==> src/rtl/isb_pkg.sv <==
package isb_pkg;

    localparam int unsigned CFG_OFS  = 'h0;
    localparam int unsigned INFO_OFS = 'h4;
    localparam int unsigned THR_OFS  = 'hB;
    localparam int unsigned SRC_BASE = 'h1000;

    typedef enum logic [1:0] {
        TRG_LEVEL = 2'd0,
        TRG_RISE  = 2'd1,
        TRG_RSVD  = 2'd2,
        TRG_FALL  = 2'd3
    } trig_e;

    typedef enum logic [1:0] {
        FLD_PEND = 2'd0,
        FLD_EN   = 2'd1,
        FLD_ATTR = 2'd2,
        FLD_CTL  = 2'd3
    } fld_e;

    typedef struct packed {
        logic       pend;
        logic       en;
        logic [7:0] attr;
        logic [7:0] ctl;
        logic       prev;
    } src_st_t;

    typedef struct packed {
        logic [7:0] cfg;
        logic [7:0] thr;
    } glb_st_t;

endpackage

==> src/rtl/isb_decode.sv <==
module isb_decode
    import isb_pkg::*;
#(
    parameter int unsigned N_SRC  = 8,
    parameter int unsigned ADDR_W = 13,
    parameter int unsigned ID_W   = 3
) (
    input  logic [ADDR_W-1:0] addr_i,
    output logic              hit_cfg_o,
    output logic              hit_thr_o,
    output logic              hit_info_o,
    output logic [1:0]        info_sel_o,
    output logic              hit_src_o,
    output logic [ID_W-1:0]   src_id_o,
    output fld_e              fld_o
);
    localparam int unsigned IDX_W = ADDR_W - 2;

    logic [ADDR_W-1:0] off;
    logic [IDX_W-1:0]  id_full;

    always_comb begin
        off        = addr_i - ADDR_W'(SRC_BASE);
        id_full    = off[ADDR_W-1:2];
        hit_cfg_o  = (addr_i == ADDR_W'(CFG_OFS));
        hit_thr_o  = (addr_i == ADDR_W'(THR_OFS));
        hit_info_o = (addr_i[ADDR_W-1:2] == IDX_W'(INFO_OFS >> 2));
        info_sel_o = addr_i[1:0];
        hit_src_o  = (addr_i >= ADDR_W'(SRC_BASE)) && (id_full < IDX_W'(N_SRC));
        src_id_o   = id_full[ID_W-1:0];
        fld_o      = fld_e'(addr_i[1:0]);
    end

endmodule

==> src/rtl/isb_src.sv <==
module isb_src
    import isb_pkg::*;
(
    input  logic       clk,
    input  logic       rst_n,
    input  logic       irq_i,
    input  logic       wr_i,
    input  fld_e       fld_i,
    input  logic [7:0] wdata_i,
    input  logic       claim_i,
    output logic       pend_o,
    output logic       en_o,
    output logic [7:0] attr_o,
    output logic [7:0] ctl_o
);
    src_st_t st_d, st_q;
    trig_e   trig;
    logic    rise, fall, edge_evt;

    always_comb begin
        st_d     = st_q;
        trig     = trig_e'(st_q.attr[2:1]);
        rise     = irq_i & ~st_q.prev;
        fall     = ~irq_i & st_q.prev;
        edge_evt = ((trig == TRG_RISE) && rise) || ((trig == TRG_FALL) && fall);
        st_d.prev = irq_i;

        if (wr_i) begin
            case (fld_i)
                FLD_PEND: if (st_q.attr[1]) st_d.pend = wdata_i[0];
                FLD_EN:   st_d.en   = wdata_i[0];
                FLD_ATTR: st_d.attr = wdata_i;
                FLD_CTL:  st_d.ctl  = wdata_i;
                default:  ;
            endcase
        end

        // claim removes only latched edge events
        if (claim_i && st_q.attr[1]) st_d.pend = 1'b0;

        // input events come last so a fresh edge is never lost
        case (trig)
            TRG_LEVEL: st_d.pend = irq_i;
            TRG_RISE:  if (rise) st_d.pend = 1'b1;
            TRG_FALL:  if (fall) st_d.pend = 1'b1;
            default:   st_d.pend = 1'b0;
        endcase
    end

    always_ff @(posedge clk or negedge rst_n) begin
        if (!rst_n) st_q <= '0;
        else        st_q <= st_d;
    end

    assign pend_o = st_q.pend;
    assign en_o   = st_q.en;
    assign attr_o = st_q.attr;
    assign ctl_o  = st_q.ctl;

    a_r6_level_tracks: assert property (@(posedge clk) disable iff (!rst_n)
        (st_q.attr[2:1] == 2'd0) |=> (pend_o == $past(irq_i)));

    a_r7_rise_sets: assert property (@(posedge clk) disable iff (!rst_n)
        (st_q.attr[2:1] == 2'd1 && irq_i && !st_q.prev) |=> pend_o);

    a_r5_rsvd_idle: assert property (@(posedge clk) disable iff (!rst_n)
        (st_q.attr[2:1] == 2'd2) |=> !pend_o);

    a_r10_claim_clears: assert property (@(posedge clk) disable iff (!rst_n)
        (st_q.attr[1] && claim_i && !edge_evt) |=> !pend_o);

endmodule

==> src/rtl/isb_bank.sv <==
module isb_bank
    import isb_pkg::*;
#(
    parameter int unsigned N_SRC    = 8,
    parameter int unsigned ADDR_W   = 13,
    parameter int unsigned CTL_BITS = 6,
    parameter int unsigned ID_W     = (N_SRC > 1) ? $clog2(N_SRC) : 1
) (
    input  logic                clk,
    input  logic                rst_n,
    input  logic [N_SRC-1:0]    irq_i,
    input  logic                we_i,
    input  logic [ADDR_W-1:0]   addr_i,
    input  logic [7:0]          wdata_i,
    output logic [7:0]          rdata_o,
    input  logic                claim_vld_i,
    input  logic [ID_W-1:0]     claim_id_i,
    output logic [N_SRC-1:0]    pend_o,
    output logic [N_SRC-1:0]    en_o,
    output logic [N_SRC*8-1:0]  ctl_o,
    output logic [7:0]          cfg_o,
    output logic [7:0]          thr_o
);
    localparam logic [31:0] INFO_WORD = 32'(CTL_BITS) << 21;

    logic            hit_cfg, hit_thr, hit_info, hit_src;
    logic [1:0]      info_sel;
    logic [ID_W-1:0] src_id;
    fld_e            fld;

    logic [7:0] attr_a [N_SRC];
    logic [7:0] ctl_a  [N_SRC];

    glb_st_t glb_d, glb_q;

    isb_decode #(
        .N_SRC (N_SRC),
        .ADDR_W(ADDR_W),
        .ID_W  (ID_W)
    ) u_dec (
        .addr_i    (addr_i),
        .hit_cfg_o (hit_cfg),
        .hit_thr_o (hit_thr),
        .hit_info_o(hit_info),
        .info_sel_o(info_sel),
        .hit_src_o (hit_src),
        .src_id_o  (src_id),
        .fld_o     (fld)
    );

    for (genvar i = 0; i < N_SRC; i++) begin : g_src
        isb_src u_src (
            .clk    (clk),
            .rst_n  (rst_n),
            .irq_i  (irq_i[i]),
            .wr_i   (we_i && hit_src && (src_id == ID_W'(i))),
            .fld_i  (fld),
            .wdata_i(wdata_i),
            .claim_i(claim_vld_i && (claim_id_i == ID_W'(i))),
            .pend_o (pend_o[i]),
            .en_o   (en_o[i]),
            .attr_o (attr_a[i]),
            .ctl_o  (ctl_a[i])
        );
        assign ctl_o[i*8 +: 8] = ctl_a[i];
    end

    always_comb begin
        glb_d = glb_q;
        if (we_i && hit_cfg) glb_d.cfg = wdata_i;
        if (we_i && hit_thr) glb_d.thr = wdata_i;
    end

    always_ff @(posedge clk or negedge rst_n) begin
        if (!rst_n) glb_q <= '0;
        else        glb_q <= glb_d;
    end

    assign cfg_o = glb_q.cfg;
    assign thr_o = glb_q.thr;

    always_comb begin
        rdata_o = 8'h00;
        if (hit_cfg) rdata_o = glb_q.cfg;
        if (hit_thr) rdata_o = glb_q.thr;
        if (hit_info) rdata_o = INFO_WORD[{info_sel, 3'b000} +: 8];
        if (hit_src) begin
            case (fld)
                FLD_PEND: rdata_o = {7'b0, pend_o[src_id]};
                FLD_EN:   rdata_o = {7'b0, en_o[src_id]};
                FLD_ATTR: rdata_o = attr_a[src_id];
                default:  rdata_o = ctl_a[src_id];
            endcase
        end
    end

    a_r2_cfg_write: assert property (@(posedge clk) disable iff (!rst_n)
        (we_i && addr_i == ADDR_W'(CFG_OFS)) |=> (cfg_o == $past(wdata_i)));

    a_r2_thr_write: assert property (@(posedge clk) disable iff (!rst_n)
        (we_i && addr_i == ADDR_W'(THR_OFS)) |=> (thr_o == $past(wdata_i)));

    a_r3_info_byte: assert property (@(posedge clk) disable iff (!rst_n)
        (addr_i == ADDR_W'(INFO_OFS + 2)) |-> (rdata_o == 8'(CTL_BITS << 5)));

endmodule

==> config.mk <==
export PLATFORM = sky130hd
export DESIGN_NAME = isb_bank
export DESIGN_NICKNAME = d
export VERILOG_FILES = /design/src/rtl/isb_pkg.sv /design/src/rtl/isb_decode.sv /design/src/rtl/isb_src.sv /design/src/rtl/isb_bank.sv
export SDC_FILE = /design/constraint.sdc
export NUM_CORES = 1
export LEC_CHECK = 0
export BUFFER_PORTS_ARGS = -buffer_cell sky130_fd_sc_hd__clkbuf_2
export CAP_MARGIN = 20
export CORE_UTILIZATION = 43
export CTS_CLUSTER_SIZE = 30
export DETAILED_ROUTE_END_ITERATION = 12
export MAX_ROUTING_LAYER = met4
export PLACE_DENSITY = 0.65
export SLEW_MARGIN = 5
export SYNTH_ARGS = -nofsm -noshare
export SYNTH_HDL_FRONTEND = slang
export SYNTH_SLANG_ARGS = --single-unit
==> constraint.sdc <==
create_clock -name clk -period 2.3 [get_ports clk]
set_clock_uncertainty 0.1 [all_clocks]
set_input_delay 0.23 -clock clk [delete_from_list [all_inputs] [get_ports clk]]
set_output_delay 0.23 -clock clk [all_outputs]
set_load 0.02 [all_outputs]
==> results of run 1 <==
[synthesized netlist by cell type, types with 2 or more instances]
library cell and n:
nand2_4 4, mux2_1 5, dfrtp_1 168, nand2b_1 7
buf_6 5, nor2b_1 2, nor2_2 4, nand3_1 3
and3_1 2, nand2_1 27, nor2_4 4, buf_4 85
nand3_2 2, a22oi_1 7, mux2i_1 25, nor3_4 7
clkbuf_1 13, a21oi_1 14, nand4_1 4, o31ai_1 2
buf_2 10, nand3_4 2, nor2_1 39, mux4_2 35
mux2_2 148, o221ai_1 6, o21ai_0 16
[final timing paths]
path,startpoint,endpoint,cells after the start
hold reg to reg,g_src[5].u_src.attr_o[0]$_DFFE_PN0P_,g_src[5].u_src.attr_o[0]$_DFFE_PN0P_,1
max in group asynchronous,rst_n,g_src[7].u_src.ctl_o[5]$_DFFE_PN0P_,3
setup / recovery,g_src[6].u_src.pend_o$_DFF_PN0_,rdata_o[0],6
min in group asynchronous,rst_n,g_src[0].u_src.en_o$_DFFE_PN0P_,2
hold / removal,claim_id_i[0],g_src[0].u_src.pend_o$_DFF_PN0_,3
setup reg to reg,g_src[7].u_src.attr_o[1]$_DFFE_PN0P_,g_src[7].u_src.pend_o$_DFF_PN0_,5
[report_power, final]
part / internal (uW) / leakage [uW] / switching, uW
clock network: 1930 / 0.000317 / 1220
registers: 2970 / 0.00231 / 12.7
logic: 145 / 0.00259 / 269
total: 5050 / 0.00521 / 1500
[flip-flops by register name (all words and copies together), names as in the netlist]
name / count
g_src.u_src.st_q: 8
g_src.u_src.en_o: 8
g_src.u_src.attr_o: 64
g_src.u_src.pend_o: 8
g_src.u_src.ctl_o: 64
thr_o: 8
cfg_o: 8
[logic make-up after synthesis]
| group | after synthesis | share of synthesized area (%) |
|---|---|---|
| compound gates | 49 | 3.461 |
| buf+inv | 114 | 9.071 |
| flops | 168 | 47.85 |
| mux | 213 | 31.43 |
| simple gates | 116 | 8.188 |
[final cells by class]
type / instances / area [um^2] / share of cell area [%]
Timing Repair Buffer: 213 / 1378 / 13.20
Tap cell: 265 / 331.6 / 3.176
Clock buffer: 21 / 470.5 / 4.507
Clock inverter: 11 / 182.7 / 1.750
Multi-Input combinational cell: 378 / 3872 / 37.10
Sequential cell: 168 / 4204 / 40.27
[stage by stage]
stage	cells	hold slack [ns]	worst slack [ns]
final	1056	0.08571	-0.2569
after global routing	1056	0.1161	-0.3250
after CTS	1052	0.06469	-0.3740
after detailed placement	998	0.1474	-0.07064
after global placement	998	0.1263	-0.05268
after floorplan	660	-0.1656	0.2828
[worst max-delay path, cell delays in order (launching register included)]
cell and delay [ns]:
dfrtp_1 0.39, mux4_2 0.48, mux2_4 0.31, o2bb2ai_4 0.13, o311ai_4 0.23, nand2_2 0.11, buf_8 0.14
[per-layer routing]
layer  vias to the layer above  routed length (um)  global-route usage, %
met2                       213               11380                  37.40
met4                         0                 620                  9.681
met3                        41                1207                  4.623
met1                      3047               10200                  31.16
met5                         -                   0                      -
li1                       2548                   -                      -
[layout by cell type (no fill, tap or decap), types with 6 or more instances in the layout]
master	netlist	routed
clkbuf_16	0	17
mux4_2	35	35
mux2_2	148	147
o21ai_0	16	16
a22oi_1	7	7
clkbuf_2	0	133
dlygate4sd3_1	0	9
buf_4	85	60
nand2b_1	7	7
buf_12	0	6
nor2_1	39	39
nor3_4	7	7
nand2_1	27	25
mux2i_1	25	21
a21oi_1	14	14
dfrtp_1	168	168
[repair_timing]
item	CTS	global route
pin swaps	3	7
endpoints found under the hold margin	65	0
hold buffers	9	0
gates resized for setup	10	15
buffers inserted	13	4
endpoints found under the setup margin	4	8
==> metrics.log, run 1 <==
INFO  metric maxSlewViolCount = 0
INFO  metric static_leakage = 0.005213 uW
INFO  metric final.min_clock_period = 2.557 ns
INFO  metric detail_route.wl_per_cell = 22.17 um
INFO  metric dr_pass1_iterations = 5
INFO  metric clock_sink_count = 168
INFO  metric grt_first_pass_wirelength = 36.94 mm
INFO  metric post-layout-total-power = 6551 uW
INFO  metric first_global_vias = 6197
INFO  metric power_density = 627.6 nW/um^2
INFO  metric finish.utilization = 52.94%
INFO  metric dpl_cell_area = 9458 um^2
INFO  metric start_util = 44.56%
INFO  metric route.final.wire_length = 23.41 mm
INFO  metric first_iter_violations = 390
INFO  metric nNetsFinal = 814
INFO  metric cts_buffers = 17
INFO  metric clock_latency = 0.43 ns
INFO  metric critical_path.endpoint_type = output pin
INFO  metric worst-endpoint-arrival = 2.23 ns
INFO  metric synth-edff-count = 0
INFO  metric remaining_overflow_grt = 0
INFO  metric synthesis.instances = 660
INFO  metric timing.setup.tns = -0.5347 ns
INFO  metric crit_path_max_fanout = 2
INFO  metric number_of_top_level_pins = 140
INFO  metric place.port_buffers = 139
INFO  metric yosysWarningCount = 0
INFO  metric cts.reportedPaths.clkPinSlew = 0.06 ns
INFO  metric outcome = complete, but fails checks
INFO  metric drive_gt1_share = 57.40%
INFO  metric detailroute.via_count = 5849
INFO  metric yosys_most_used_dff = dfrtp_1
INFO  metric seq_total_area_yosys = 47.85%
INFO  metric timing.slew.headroom = 59.41%
INFO  metric num_rows = 51
INFO  metric postSynthAreaPerCell = 13.31 um^2
INFO  metric worst_pin_slew = 0.6089 ns
INFO  metric timing.final.hold_violations = 0
INFO  metric ff2ff_setup_slack = 1.16 ns
INFO  metric clk_path_buf_depth = 2
INFO  metric register_bit_total_from_synthesis = 168
INFO  metric drt_drc_violations_left = 0
INFO  metric dpl.hpwl = 16.68 mm
INFO  metric yosys-top-cells-area = dfrtp_1, mux2_2, mux4_2
INFO  metric max_clock_freq = 391.1 MHz
INFO  metric worst_ep_required_time = 1.97 ns
INFO  metric synthArstFlopShare = 100.0%
INFO  metric inserted_diodes = 0
INFO  metric syn_nets = 696
INFO  metric post_synth_instance_area = 8786 um^2
INFO  metric detail-route-antenna-nets = 0
INFO  metric setup_ws = -0.2569 ns
INFO  metric final_period_utilization = 111.2%
INFO  metric floorplan.core_area = 19720 um^2
INFO  metric grt.total_usage = 24.11%
INFO  metric die-area = 21010 um^2
INFO  metric timing.final.setup_violations = 4
INFO  metric synth_top_cell_by_area = dfrtp_1
INFO  metric viasPerCell = 5.539
INFO  metric min_path_type = primary input to flop
INFO  metric ctsHtreeMaxLevel = 4
INFO  metric violations = setup timing
INFO  metric tritoncts_clock_tree = done
INFO  metric vert_die_dim = 144.9 um
INFO  metric fill_cells = 1652
INFO  metric grt_start_max_net_pins = 62
INFO  metric cap_violations = 0
INFO  metric startpoint_type = flop
INFO  metric synthDominantCellAreaShare = 47.85%
INFO  metric setup.worst_path.class = flop to output pin
INFO  metric synth_cell_types = 41
INFO  metric number_of_antenna_violations_at_the_first_check_in_global_routing = 0
INFO  metric syn_to_final_growth = 18.81%
INFO  metric fin_area = 10440 um^2
INFO  metric fp.dieW = 144.9 um
INFO  metric max-vdd-ir-drop = 0.5768 mV
INFO  metric root_buffer = clkbuf_16
INFO  metric grt_setup_unrepaired = yes
INFO  metric routabilityCongestion = 0.8842
Power figures use the tool's default switching activity.
==> run 2, diff against run 1 <==
--- a/config.mk
+++ b/config.mk
@@ -11,7 +11,7 @@
 export CTS_CLUSTER_SIZE = 30
 export DETAILED_ROUTE_END_ITERATION = 12
 export MAX_ROUTING_LAYER = met4
-export PLACE_DENSITY = 0.65
+export PLACE_DENSITY = 0.68
 export SLEW_MARGIN = 5
 export SYNTH_ARGS = -nofsm -noshare
 export SYNTH_HDL_FRONTEND = slang
==> constraint.sdc (replaced) <==
create_clock -name clk -period 2.2 [get_ports clk]
set_clock_uncertainty 0.1 [all_clocks]
set_input_delay 0.22 -clock clk [delete_from_list [all_inputs] [get_ports clk]]
set_output_delay 0.22 -clock clk [all_outputs]
set_load 0.02 [all_outputs]
==> run 2 against run 1 <==
Net effect: the run still ends with setup timing left; die area did not move; critical path depth did not move; via count up 0.96%; clock-buffer cell count decreased by 3; non-clock buffer count is 24 higher; register-to-register slack worse by 0.18 ns; wire length increased by 1.9%; cell count grew 2.3%; sequential power grew 4%; flip-flop and latch count unchanged; critical path type unchanged; largest cell class unchanged.
==> metrics.log, run 2 (synthesis results as in run 1) <==
INFO  metric timing.final.setup_violations = 4
INFO  metric final.min_clock_period = 2.605 ns
INFO  metric crit_path_max_fanout = 3
INFO  metric drt_drc_violations_left = 0
INFO  metric first_global_vias = 6263
INFO  metric start_util = 44.56%
INFO  metric setup_ws = -0.4055 ns
INFO  metric dpl.hpwl = 16.53 mm
INFO  metric violations = setup timing
INFO  metric grt.total_usage = 24.34%
INFO  metric route.final.wire_length = 23.86 mm
INFO  metric cts_buffers = 17
INFO  metric clk_path_buf_depth = 2
INFO  metric final_cell_mix = dfrtp_1, mux2_2, clkbuf_2
INFO  metric grt_start_max_net_pins = 57
INFO  metric critical_path.endpoint_type = output pin
INFO  metric hold_depth = 3
INFO  metric clock_sink_count = 168
INFO  metric worst_ep_required_time = 1.88 ns
INFO  metric dr_pass1_iterations = 4
INFO  metric detail_route.wl_per_cell = 22.09 um
INFO  metric root_buffer = clkbuf_16
INFO  metric routabilityCongestion = 0.9181
INFO  metric setup.worst_path.class = flop to output pin
INFO  metric syn_to_final_growth = 21.05%
INFO  metric num_rows = 51
INFO  metric min_path_type = primary input to flop
INFO  metric clock_latency = 0.43 ns
INFO  metric cap_violations = 0
INFO  metric timing.final.hold_violations = 0
INFO  metric floorplan.core_area = 19720 um^2
INFO  metric ctsHtreeMaxLevel = 4
INFO  metric placement.setup.worst_slack = -0.1268 ns
INFO  metric final_period_utilization = 118.4%
INFO  metric max-vdd-ir-drop = 0.5613 mV
INFO  metric outcome = complete, but fails checks
INFO  metric worstHoldStart = claim_id_i[1]
INFO  metric grt_setup_unrepaired = yes
INFO  metric number_of_antenna_violations_at_the_first_check_in_global_routing = 0
INFO  metric grt_first_pass_wirelength = 37.41 mm
INFO  metric max_clock_freq = 383.8 MHz
INFO  metric die-area = 21010 um^2
INFO  metric maxSlewViolCount = 0
INFO  metric final_common_cell = dfrtp_1
INFO  metric timing.reg2reg.worst_path_depth = 5
INFO  metric worst-endpoint-arrival = 2.29 ns
INFO  metric worst_r2r_startpoint = g_src[7].u_src.attr_o[1]$_DFFE_PN0P_
INFO  metric cp-startpoint = g_src[4].u_src.pend_o$_DFF_PN0_
INFO  metric timing.setup.tns = -1.017 ns
INFO  metric power_density = 625.5 nW/um^2
INFO  metric timing.slew.headroom = 59.10%
INFO  metric number_of_top_level_pins = 140
INFO  metric inserted_diodes = 0
INFO  metric first_iter_violations = 491
INFO  metric nNetsFinal = 838
INFO  metric cts.reportedPaths.clkPinSlew = 0.07 ns
INFO  metric static_leakage = 0.005321 uW
INFO  metric drive_gt1_share = 58.77%
INFO  metric tritoncts_clock_tree = done
INFO  metric fp.dieW = 144.9 um
INFO  metric vert_die_dim = 144.9 um
INFO  metric detail-route-antenna-nets = 0
INFO  metric startpoint_type = flop
INFO  metric detailroute.via_count = 5905
INFO  metric remaining_overflow_grt = 0
INFO  metric viasPerCell = 5.468
INFO  metric worst_pin_slew = 0.6135 ns
INFO  metric place.port_buffers = 139
[run 2: critical path: stages (launching register included)]
cell and delay (ns):
dfrtp_1 0.41, mux4_2 0.47, mux2_2 0.29, o2bb2ai_1 0.14
o311ai_2 0.24, nand2_1 0.13, buf_2 0.18
[run 2: final timing paths]
check	end	slack (ns)
min	g_src[0].u_src.pend_o$_DFF_PN0_	0.06
max reg2reg	g_src[7].u_src.pend_o$_DFF_PN0_	0.98
max in group asynchronous	g_src[4].u_src.attr_o[1]$_DFFE_PN0P_	1.07
max	rdata_o[0]	-0.41
min in group asynchronous	g_src[1].u_src.en_o$_DFFE_PN0P_	0.21
min reg2reg	g_src[2].u_src.attr_o[0]$_DFFE_PN0P_	0.40
[run 2: layout make-up]
| type | count | area [um^2] |
|---|---|---|
| clock buffer | 18 | 439.2 |
| timing repair buffer | 237 | 1653 |
| clock inverter | 14 | 161.4 |
| multi-input combinational | 378 | 3845 |
| fill | 1615 | 9082 |
| sequential | 168 | 4205 |
| tap | 265 | 331.6 |
[run 2: layer usage]
| metal | wire length [um] | GRT usage (%) | up-vias |
|---|---|---|---|
| met5 | 0 | - | - |
| li1 | - | - | 2615 |
| met2 | 11790 | 38.46 | 228 |
| met3 | 1476 | 4.277 | 24 |
| met1 | 10370 | 32.82 | 3038 |
| met4 | 233 | 5.319 | 0 |
[run 2: repair_timing]
| item | 4_1_cts | 5_1_grt |
|---|---|---|
| hold endpoints to repair | 57 | 0 |
| setup endpoints to repair | 6 | 8 |
| hold buffers | 9 | 0 |
| setup buffers | 17 | 16 |
| pin swaps | 2 | 5 |
| resized for setup | 14 | 15 |
[run 2: where the power goes]
group | internal (uW) | total, uW | switching, uW | leakage (uW)
Clock | 1730 | 3090 | 1360 | 0.000284
Combinational | 163 | 441 | 278 | 0.00273
Sequential | 3110 | 3120 | 13.0 | 0.00231
[run 2: through the flow]
stage / std cells / hold slack, ns / utilization [%] / power (uW) / area (um^2)
6_report: 1080 / 0.05565 / 53.94 / 6653 / 10640
5_1_grt: 1080 / 0.09371 / 53.94 / 6853 / 10640
4_1_cts: 1064 / 0.04075 / 53.16 / 6681 / 10480
3_5_place_dp: 1006 / 0.1175 / 48.72 / 3603 / 9605
3_3_place_gp: 1006 / 0.1043 / 48.72 / 3591 / 9605
2_1_floorplan: 660 / -0.1756 / - / 3390 / 8786
